===== config.mk =====
export PLATFORM = sky130hd
export DESIGN_NAME = nor_sector_array
export DESIGN_NICKNAME = d
export VERILOG_FILES = /design/src/rtl/nsa_pkg.sv /design/src/rtl/nsa_store.sv /design/src/rtl/nsa_eraser.sv /design/src/rtl/nsa_protect.sv /design/src/rtl/nor_sector_array.sv
export SDC_FILE = /design/constraint.sdc
export NUM_CORES = 1
export LEC_CHECK = 0
export ABC_AREA = 1
export CAP_MARGIN = 25
export CORE_MARGIN = 4
export CORE_UTILIZATION = 25
export DETAILED_ROUTE_END_ITERATION = 10
export DONT_BUFFER_PORTS = 1
export PLACE_DENSITY = 0.36
export SYNTH_ARGS = -nofsm -noshare
export SYNTH_HDL_FRONTEND = slang
export SYNTH_HIERARCHICAL = 1
export SYNTH_SLANG_ARGS = --single-unit

===== constraint.sdc =====
create_clock -name clk -period 5.5 [get_ports clk]
set_clock_uncertainty 0.05 [all_clocks]
set_input_delay 0.55 -clock clk [delete_from_list [all_inputs] [get_ports clk]]
set_output_delay 0.55 -clock clk [all_outputs]
set_load 0.1 [all_outputs]

===== src/rtl/nsa_pkg.sv =====
package nsa_pkg;

    typedef enum logic [2:0] {
        OP_READ   = 3'd0,
        OP_PROG   = 3'd1,
        OP_ERASE  = 3'd2,
        OP_LOCK   = 3'd3,
        OP_UNLOCK = 3'd4
    } op_e;

    typedef enum logic {
        SW_IDLE  = 1'b0,
        SW_SWEEP = 1'b1
    } sweep_e;

    typedef struct packed {
        logic rd;
        logic prog;
        logic erase;
        logic lock;
        logic unlock;
    } cmd_t;

    function automatic cmd_t decode_op(input logic [2:0] code);
        cmd_t c;
        c        = '0;
        c.rd     = (code == OP_READ);
        c.prog   = (code == OP_PROG);
        c.erase  = (code == OP_ERASE);
        c.lock   = (code == OP_LOCK);
        c.unlock = (code == OP_UNLOCK);
        return c;
    endfunction

    function automatic logic alters_cells(input cmd_t c);
        return c.prog | c.erase;
    endfunction

endpackage


===== src/rtl/nsa_store.sv =====
module nsa_store #(
    parameter int DATA_W = 8,
    parameter int WORDS  = 64,
    parameter int ADDR_W = 6
) (
    input  logic              clk,
    input  logic              rst,
    input  logic              prog_en,
    input  logic [ADDR_W-1:0] prog_addr,
    input  logic [DATA_W-1:0] prog_data,
    input  logic              clr_en,
    input  logic [ADDR_W-1:0] clr_addr,
    input  logic              rd_en,
    input  logic [ADDR_W-1:0] rd_addr,
    output logic              rd_valid,
    output logic [DATA_W-1:0] rd_data
);

    logic [DATA_W-1:0] mem [WORDS];

    always_ff @(posedge clk) begin
        if (rst) begin
            for (int i = 0; i < WORDS; i++) begin
                mem[i] <= '1;
            end
            rd_valid <= 1'b0;
            rd_data  <= '0;
        end else begin
            rd_valid <= rd_en;
            if (rd_en) begin
                rd_data <= mem[rd_addr];
            end
            if (clr_en) begin
                mem[clr_addr] <= '1;
            end else if (prog_en) begin
                mem[prog_addr] <= mem[prog_addr] & prog_data;
            end
        end
    end

    AST_ERASE_ONES: assert property (@(posedge clk) disable iff (rst)
        clr_en |=> (mem[$past(clr_addr)] == '1));

    AST_PROG_ONLY_CLEARS: assert property (@(posedge clk) disable iff (rst)
        (prog_en && !clr_en) |=>
            ((mem[$past(prog_addr)] & ~$past(mem[prog_addr])) == '0));

    AST_WRITE_EXCLUSIVE: assert property (@(posedge clk) disable iff (rst)
        !(prog_en && clr_en));

endmodule


===== src/rtl/nsa_eraser.sv =====
module nsa_eraser
    import nsa_pkg::*;
#(
    parameter int SECTOR_WORDS = 16,
    parameter int SEC_W        = 2,
    parameter int OFF_W        = 4
) (
    input  logic                   clk,
    input  logic                   rst,
    input  logic                   start,
    input  logic [SEC_W-1:0]       start_sector,
    output logic                   busy,
    output logic                   clr_en,
    output logic [SEC_W+OFF_W-1:0] clr_addr
);

    localparam logic [OFF_W-1:0] LAST = OFF_W'(SECTOR_WORDS - 1);

    sweep_e           state;
    logic [OFF_W-1:0] cnt;
    logic [SEC_W-1:0] sector;

    always_ff @(posedge clk) begin
        if (rst) begin
            state  <= SW_IDLE;
            cnt    <= '0;
            sector <= '0;
        end else begin
            case (state)
                SW_IDLE: begin
                    if (start) begin
                        state  <= SW_SWEEP;
                        cnt    <= '0;
                        sector <= start_sector;
                    end
                end
                SW_SWEEP: begin
                    if (cnt == LAST) begin
                        state <= SW_IDLE;
                        cnt   <= '0;
                    end else begin
                        cnt <= cnt + 1'b1;
                    end
                end
                default: state <= SW_IDLE;
            endcase
        end
    end

    assign busy     = (state == SW_SWEEP);
    assign clr_en   = busy;
    assign clr_addr = {sector, cnt};

    AST_START_ONLY_IDLE: assert property (@(posedge clk) disable iff (rst)
        start |-> (state == SW_IDLE));

    AST_BUSY_AFTER_START: assert property (@(posedge clk) disable iff (rst)
        start |=> busy);

    AST_BUSY_ENDS: assert property (@(posedge clk) disable iff (rst)
        (busy && cnt == LAST) |=> !busy);

endmodule


===== src/rtl/nsa_protect.sv =====
module nsa_protect #(
    parameter int SECTORS = 4,
    parameter int SEC_W   = 2
) (
    input  logic             clk,
    input  logic             rst,
    input  logic             lock_en,
    input  logic             unlock_en,
    input  logic [SEC_W-1:0] sel,
    output logic             hit
);

    logic [SECTORS-1:0] bits;

    for (genvar s = 0; s < SECTORS; s++) begin : g_bit
        always_ff @(posedge clk) begin
            if (rst) begin
                bits[s] <= 1'b0;
            end else if (32'(sel) == s) begin
                if (lock_en) begin
                    bits[s] <= 1'b1;
                end else if (unlock_en) begin
                    bits[s] <= 1'b0;
                end
            end
        end
    end

    assign hit = bits[sel];

    AST_LOCK_SETS: assert property (@(posedge clk) disable iff (rst)
        lock_en |=> bits[$past(sel)]);

    AST_UNLOCK_CLEARS: assert property (@(posedge clk) disable iff (rst)
        (unlock_en && !lock_en) |=> !bits[$past(sel)]);

endmodule


===== src/rtl/nor_sector_array.sv =====
module nor_sector_array
    import nsa_pkg::*;
#(
    parameter int DATA_W       = 8,
    parameter int SECTOR_WORDS = 16,
    parameter int SECTORS      = 4,
    localparam int OFF_W       = $clog2(SECTOR_WORDS),
    localparam int SEC_W       = (SECTORS > 1) ? $clog2(SECTORS) : 1,
    localparam int ADDR_W      = SEC_W + OFF_W,
    localparam int WORDS       = SECTORS * SECTOR_WORDS
) (
    input  logic              clk,
    input  logic              rst,
    input  logic              req_valid,
    input  logic [2:0]        req_op,
    input  logic [ADDR_W-1:0] req_addr,
    input  logic [DATA_W-1:0] req_wdata,
    output logic              busy,
    output logic              rd_valid,
    output logic [DATA_W-1:0] rd_data,
    output logic              rej_busy,
    output logic              rej_prot
);

    cmd_t              cmd;
    logic              accept;
    logic              locked;
    logic [SEC_W-1:0]  req_sector;
    logic              rd_en;
    logic              prog_en;
    logic              erase_go;
    logic              clr_en;
    logic [ADDR_W-1:0] clr_addr;

    assign cmd        = decode_op(req_op);
    assign req_sector = req_addr[ADDR_W-1:OFF_W];
    assign accept     = req_valid && !busy;
    assign rd_en      = accept && cmd.rd;
    assign prog_en    = accept && cmd.prog && !locked;
    assign erase_go   = accept && cmd.erase && !locked;

    nsa_protect #(
        .SECTORS (SECTORS),
        .SEC_W   (SEC_W)
    ) prot_i (
        .clk       (clk),
        .rst       (rst),
        .lock_en   (accept && cmd.lock),
        .unlock_en (accept && cmd.unlock),
        .sel       (req_sector),
        .hit       (locked)
    );

    nsa_eraser #(
        .SECTOR_WORDS (SECTOR_WORDS),
        .SEC_W        (SEC_W),
        .OFF_W        (OFF_W)
    ) sweep_i (
        .clk          (clk),
        .rst          (rst),
        .start        (erase_go),
        .start_sector (req_sector),
        .busy         (busy),
        .clr_en       (clr_en),
        .clr_addr     (clr_addr)
    );

    nsa_store #(
        .DATA_W (DATA_W),
        .WORDS  (WORDS),
        .ADDR_W (ADDR_W)
    ) store_i (
        .clk       (clk),
        .rst       (rst),
        .prog_en   (prog_en),
        .prog_addr (req_addr),
        .prog_data (req_wdata),
        .clr_en    (clr_en),
        .clr_addr  (clr_addr),
        .rd_en     (rd_en),
        .rd_addr   (req_addr),
        .rd_valid  (rd_valid),
        .rd_data   (rd_data)
    );

    always_ff @(posedge clk) begin
        if (rst) begin
            rej_busy <= 1'b0;
            rej_prot <= 1'b0;
        end else begin
            rej_busy <= req_valid && busy;
            rej_prot <= accept && alters_cells(cmd) && locked;
        end
    end

    AST_BUSY_REFUSE: assert property (@(posedge clk) disable iff (rst)
        (req_valid && busy) |=> (rej_busy && !rd_valid));

    AST_PROT_NO_SWEEP: assert property (@(posedge clk) disable iff (rst)
        rej_prot |-> !busy);

    AST_READ_ONLY_IDLE: assert property (@(posedge clk) disable iff (rst)
        rd_valid |-> !$past(busy));

    AST_REJECT_EXCL: assert property (@(posedge clk) disable iff (rst)
        !(rej_busy && rej_prot));

endmodule


Word-level counts from Yosys, hierarchy flattened
Memories as Yosys holds them, arrays and structs flattened.
Cells that the tools add are included.
- output and inout port bits: 12
- bits in registers: 22
- memories: 1
- RAM bits: 512
- word-level logic and storage cells: 74
- input bits: 20
- bitwise gates (word level): 3
- reduce and logical (&&, ||, !) cells: 23
- magnitude comparators: 1
- equality and inequality tests: 9
- add/sub/neg operators: 1
- mux-type cells: 25
- memories (memory ; depth ; width ; rd ports ; clocked after Yosys merged registers in ; wr ports ; line ; RTL):
    store_i.mem ; 64 ; 8 ; 1 ; 0 ; 64 ; nsa_store.sv:19 ; logic [DATA_W-1:0] mem [WORDS];
- operator list (kind ; number):
    $mux W1 ; 16
    $mux W8 ; 2
    $reduce_or A8 Y1 ; 2
    $mux W6 ; 2
    $logic_and A1 B1 Y1 ; 11
    $reduce_and A2 Y1 ; 5
    $and A8 B8 Y8 ; 1
    $mux W4 ; 2
    $pmux W4 S2 ; 1
    $eq A3 B2 Y1 const B ; 2
    $add A4 B1 Y4 const B ; 1
    $eq A2 B2 Y1 const B ; 2
    $eq A4 B4 Y1 const B ; 1
    $eq A3 B1 Y1 const B ; 1
    $eq A3 B3 Y1 const B ; 1
    $logic_not A3 Y1 ; 1
    $lt A2 B3 Y1 const B ; 1
    $bmux W1 S2 ; 1
    $eq A2 B1 Y1 const B ; 1
    $logic_not A1 Y1 ; 2
    $logic_not A2 Y1 ; 1
    $ne A2 B2 Y1 const B ; 1
    $pmux W1 S2 ; 1
    $reduce_bool A2 Y1 ; 1
    2 further kinds ; 2

Longest topological paths before layout
- depth in word-level cells: 10
- mapped depth: 17
- gate-level depth less buffers: 16

Hierarchy
The synthesis kept the hierarchy.
- by module, submodules not included (module ; area each (µm²) ; cells an instance ; instances ; sequential area each (µm²)):
    nsa_store ; 30091.4 ; 3755 ; 1 ; 15554.9
    nsa_eraser ; 330.3 ; 49 ; 1 ; 140.1
    nsa_protect ; 225.2 ; 30 ; 1 ; 80.1
    nor_sector_array ; 136.4 ; 25 ; 1 ; 40.0

Least setup slack after synthesis
OpenSTA, ideal clock, no wires.
- path type: register to register
- start point: reg sweep_i.state (netlist: sweep_i/busy)
- end point: mem store_i.mem[54][0], enable pin
- stages on the path, launching flop included: 15
- clock period less this slack: 3646 ps
- buffers on the path: 2
- required time: 5066 ps
- arrival time: 3212 ps
- path slack: 1854 ps
- setup time: 384 ps
- cell sequence: dfxtp_1 inv_1 nand2_2 nor2_2 nand2_1 nor2_1 nand2_1 nor2_1 buf_4 o21ai_2 inv_2 nor2_1 nand2_2 buf_2 o21ai_0
- RTL lines (what ; line ; RTL):
    start: declaration ; nsa_eraser.sv:19 ; sweep_e state;
    start signal: assignment ; nsa_eraser.sv:25 ; state <= SW_IDLE;
    start signal: assignment ; nsa_eraser.sv:32 ; state <= SW_SWEEP;
    start signal: assignment ; nsa_eraser.sv:39 ; state <= SW_IDLE;
    end: declaration ; nsa_store.sv:19 ;

==> metrics.md <==
| Metric | Value |
|---|---|
| CTS Buf Count | `70` |
| Post-DP HPWL | `79.0 mm` |
| Syn Area/Cell | `7.98 um^2` |
| Synth warn | `6` |
| Nature of the critical path endpoint | `register` |
| Top cell type's share of synthesized area | `49.9%` |
| Area grow syn2layout | `12.4%` |
| Setup crit start kind | `input port` |
| Xor/xnor share of the synthesized area | `0%` |
| Crit-path cells | `inv_8 > buf_12 > nand2_1 > nand3_1 > nand3_1 > nand2_1 > nand2_1 > nand3_1 > nand2_1 > nand2_1 > nand3_4 > buf_4 > nand3_1` |
| Top post-synthesis cells by area | `edfxtp_1 (50%), nand3_1 (23%), nand2_1 (16%)` |
| Synth Area in Compound Gates | `1.34%` |
| Multiplexer area fraction after synthesis | `0%` |
| WS Path Type | `in2reg` |
| R2r startpoint | `sweep_i/busy` |
| CP arrival | `4.76 ns` |
| Worst hold stages | `3` |
| Seq/Total Area, Yosys | `51.4%` |
| CP max stage delay | `0.96 ns` |
| GR Overflow Total | `0` |
| Adder-Cell Fraction of Synth Area | `0.0406%` |
| Max Clk Rate | `231 MHz` |
| Antenna Nets Post-Route | `0` |
| GRT Total Usage | `19.5%` |
| Area leader, netlist | `edfxtp_1` |
| Req. time, crit path | `5.94 ns` |
| Critical path buffer and inverter count | `3` |
| PortBufs | `0` |
| Worst-Skew Late Latency | `0.64 ns` |
| First-pass GRT wire length | `188 mm` |
| Via count | `27300` |
| CP top delay family | `buffers and inverters` |
| Die area | `129000 um^2` |
| Most used cell, CP | `nand2_1` |
| Clk sink count | `534` |
| Simple-gate area share of the yosys netlist | `41.7%` |
| # setup viols final | `0` |
| Status | `complete, no violations` |
| Layout Nets | `3726` |
| CTS tree | `done` |
| Peak VDD IR | `0.175 mV` |
| Library cells used by synthesis | `29` |
| #FFs+latches synth | `534` |
| Final Hold Fails | `0` |
| Initial Utilization | `25.2%` |
| 1st-iter DRT viols | `2343` |
| Core outline area | `122000 um^2` |
| Placed inst area | `32500 um^2` |
| Min Tclk post-route | `4.33 ns` |
| Final non-filler cell total | `5374` |
| Slew Limit Fails | `0` |
| Mapped Cells | `3859` |
| Rel. slew slack | `8.64%` |
| Ant diodes | `0` |
| Worst hold-check path type | `in2reg` |
| Worst r2r dst | `store_i/mem[34][1]` |
| Share of cells above drive strength 1 | `8.24%` |
| Vias per cell | `5.08` |
| Mean routed wirelength per cell | `24.1 um` |
| H-tree depth | `3` |
| Placed insts | `5251` |
| CP max FO | `514` |
| Die width | `359 um` |
| Row cnt | `128` |
| Clk root buf | `clkbuf_16` |
| # Post-CTS Setup Buffers | `0` |
| Slowest cell on the critical path | `inv_8` |
| Setup TNS | `0 ns` |
| PwrDens | `292 nW/um^2` |
| Mapped Area | `30800 um^2` |
| Remaining DRCs | `0` |
| Clock-pin slew on the worst setup and hold paths | `0.05 ns` |
| Die H | `359 um` |
| Post-Syn Nets | `3880` |
| I/O pin cnt | `32` |
| RSZ-0062 raised after global routing | `no` |
| Largest net degree at the start of global routing | `515` |
| Worst-margin pin slew | `1.37 ns` |
| Final period util | `78.7%` |
| Reg2Reg Depth | `15` |
| Clock Path Buffers | `3` |
| Gpl congestion | `0.820` |
| MaxCap Viol Count | `0` |
| R2r setup slk | `1.30 ns` |
| Initial antenna violation count | `1` |
| Router iterations before antenna repair | `6` |
| Hold worst-path end | `rej_prot` |
| Startpoint of the worst hold path | `req_op[2]` |
| Largest family of logic cells by synthesized area | `simple AND/OR/NAND/NOR gates` |
| Post-Route WL | `130 mm` |
| Finished Cell Area | `34600 um^2` |
| Static leakage | `12.4 nW` |
| Vias in the first global route | `25900` |
## how the worst max path moves through the flow
stage	start	endpoint	slack (ns)	depth (start not counted)
global route	sweep_i/busy	store_i/mem[34][3]	0.94	15
finish	req_addr[0]	store_i/mem[25][4]	1.17	13
floorplan	sweep_i/busy	store_i/mem[54][0]	1.85	14
CTS	sweep_i/busy	store_i/mem[39][7]	1.31	15
detailed placement	req_addr[4]	store_i/mem[34][0]	1.16	14
global placement	req_addr[5]	store_i/mem[39][7]	1.15	14
## power breakdown
group          switching (mW)  internal, mW  leakage, nW
Sequential             0.0258          4.44         3.64
Clock                    1.87          2.50         1.02
Combinational           0.939         0.330         7.71
## routing by layer
layer | wire (um) | track usage, % | vias to the layer above
met5 | 0 | 0 | -
met1 | 60800 | 27.9 | 13400
met2 | 58500 | 30.6 | 742
met3 | 7110 | 3.18 | 141
li1 | - | - | 13000
met4 | 3160 | 4.89 | 0
## Yosys cell counts
| library cell | count |
|---|---|
| a21oi_1 | 5 |
| a21oi_2 | 1 |
| buf_1 | 41 |
| buf_2 | 118 |
| buf_4 | 5 |
| buf_6 | 2 |
| clkbuf_1 | 183 |
| clkinv_1 | 2 |
| dfxtp_1 | 22 |
| edfxtp_1 | 512 |
| ha_1 | 1 |
| inv_1 | 33 |
| inv_2 | 20 |
| nand2_1 | 1288 |
| nand2_2 | 10 |
| nand3_1 | 1422 |
| nand3_2 | 3 |
| nand3_4 | 5 |
| nand4_1 | 1 |
| nand4_2 | 1 |
| nor2_1 | 56 |
| nor2_2 | 25 |
| nor2_4 | 25 |
| nor3_1 | 3 |
| nor3_2 | 2 |
| o21ai_0 | 63 |
| o21ai_1 | 2 |
| o21ai_2 | 6 |
| or2_1 | 2 |
## timing repair
action | CTS | global route
resized for setup | 0 | 0
hold buffers | 7 | 0
hold endpoints to repair | 18 | 0
## final cells by class
type / instances / area, um^2
clock buffers: 85 / 1840
clock inverters: 31 / 231
fillers: 13000 / 87400
inverters: 55 / 226
multi-input cells: 2921 / 13300
flip-flops and latches: 534 / 15800
well taps: 1625 / 2030
repair buffers: 123 / 1150
## cell families after synthesis
family,count (synthesis)
AND/OR/NAND/NOR,2843
flip-flops,534
buffers and inverters,404
AO/OA/AOI/OAI,77
adder cells (fa/ha/maj),1
## state kept, by name, summed over array words and instances (netlist names)
signal	cells
store_i/rd_data	8
prot_i/bits	4
store_i/rd_valid	1
rej_busy	1
sweep_i/sector	2
store_i/mem	512
sweep_i/cnt	4
sweep_i/busy	1
rej_prot	1
## cells in the final DEF (no fill, tap or decap), types with 2 or more instances in the layout
cell           netlist  final
nor2_4              25     26
o21ai_2              6      6
inv_2               20     21
or2_1                2      2
o21ai_1              2      2
nor3_2               2      2
buf_12               0     17
nand2_2             10     10
clkinv_1             2     16
nand3_4              5      8
clkbuf_16            0     71
inv_6                0      5
nor2_1              56     55
inv_4                0      2
dfxtp_1             22     22
a21oi_1              5      5
nand3_1           1422   1422
buf_4                5     99
nand2_1           1288   1288
clkbuf_1           183     13
dlygate4sd3_1        0      7
nor3_1               3      3
bufinv_16            0      3
edfxtp_1           512    512
inv_1               33     28
inv_8                0      2
o21ai_0             63     63
nor2_2              25     25
clkinv_2             0      9
## through the flow
stage / worst slack [ns] / hold slack (ns) / power (mW) / utilization (%)
2_1_floorplan: 1.85 / 0.383 / 5.38 / -
3_3_place_gp: 1.15 / 0.394 / 5.81 / 26.6
3_5_place_dp: 1.16 / 0.399 / 5.81 / 26.6
4_1_cts: 1.31 / 0.00403 / 10.2 / 28.4
5_1_grt: 0.944 / 0.0447 / 10.5 / 28.4
6_report: 1.17 / 0.0529 / 10.1 / 28.4
## worst register-to-register path: stages, from the launching register on
cell and delay, ns:
dfxtp_1 0.31, inv_1 0.08, nand2_2 0.06, nor2_2 0.12, nand2_1 0.07, nor2_1 0.20
nand2_1 0.13, nor2_4 0.37, buf_12 0.51, nand2_1 0.23, o21ai_2 0.14, inv_2 0.05
nor2_2 0.15, nand2_1 0.36, nor3_2 0.60, or2_1 0.42
No activity file was read; power rests on OpenSTA's default activity.
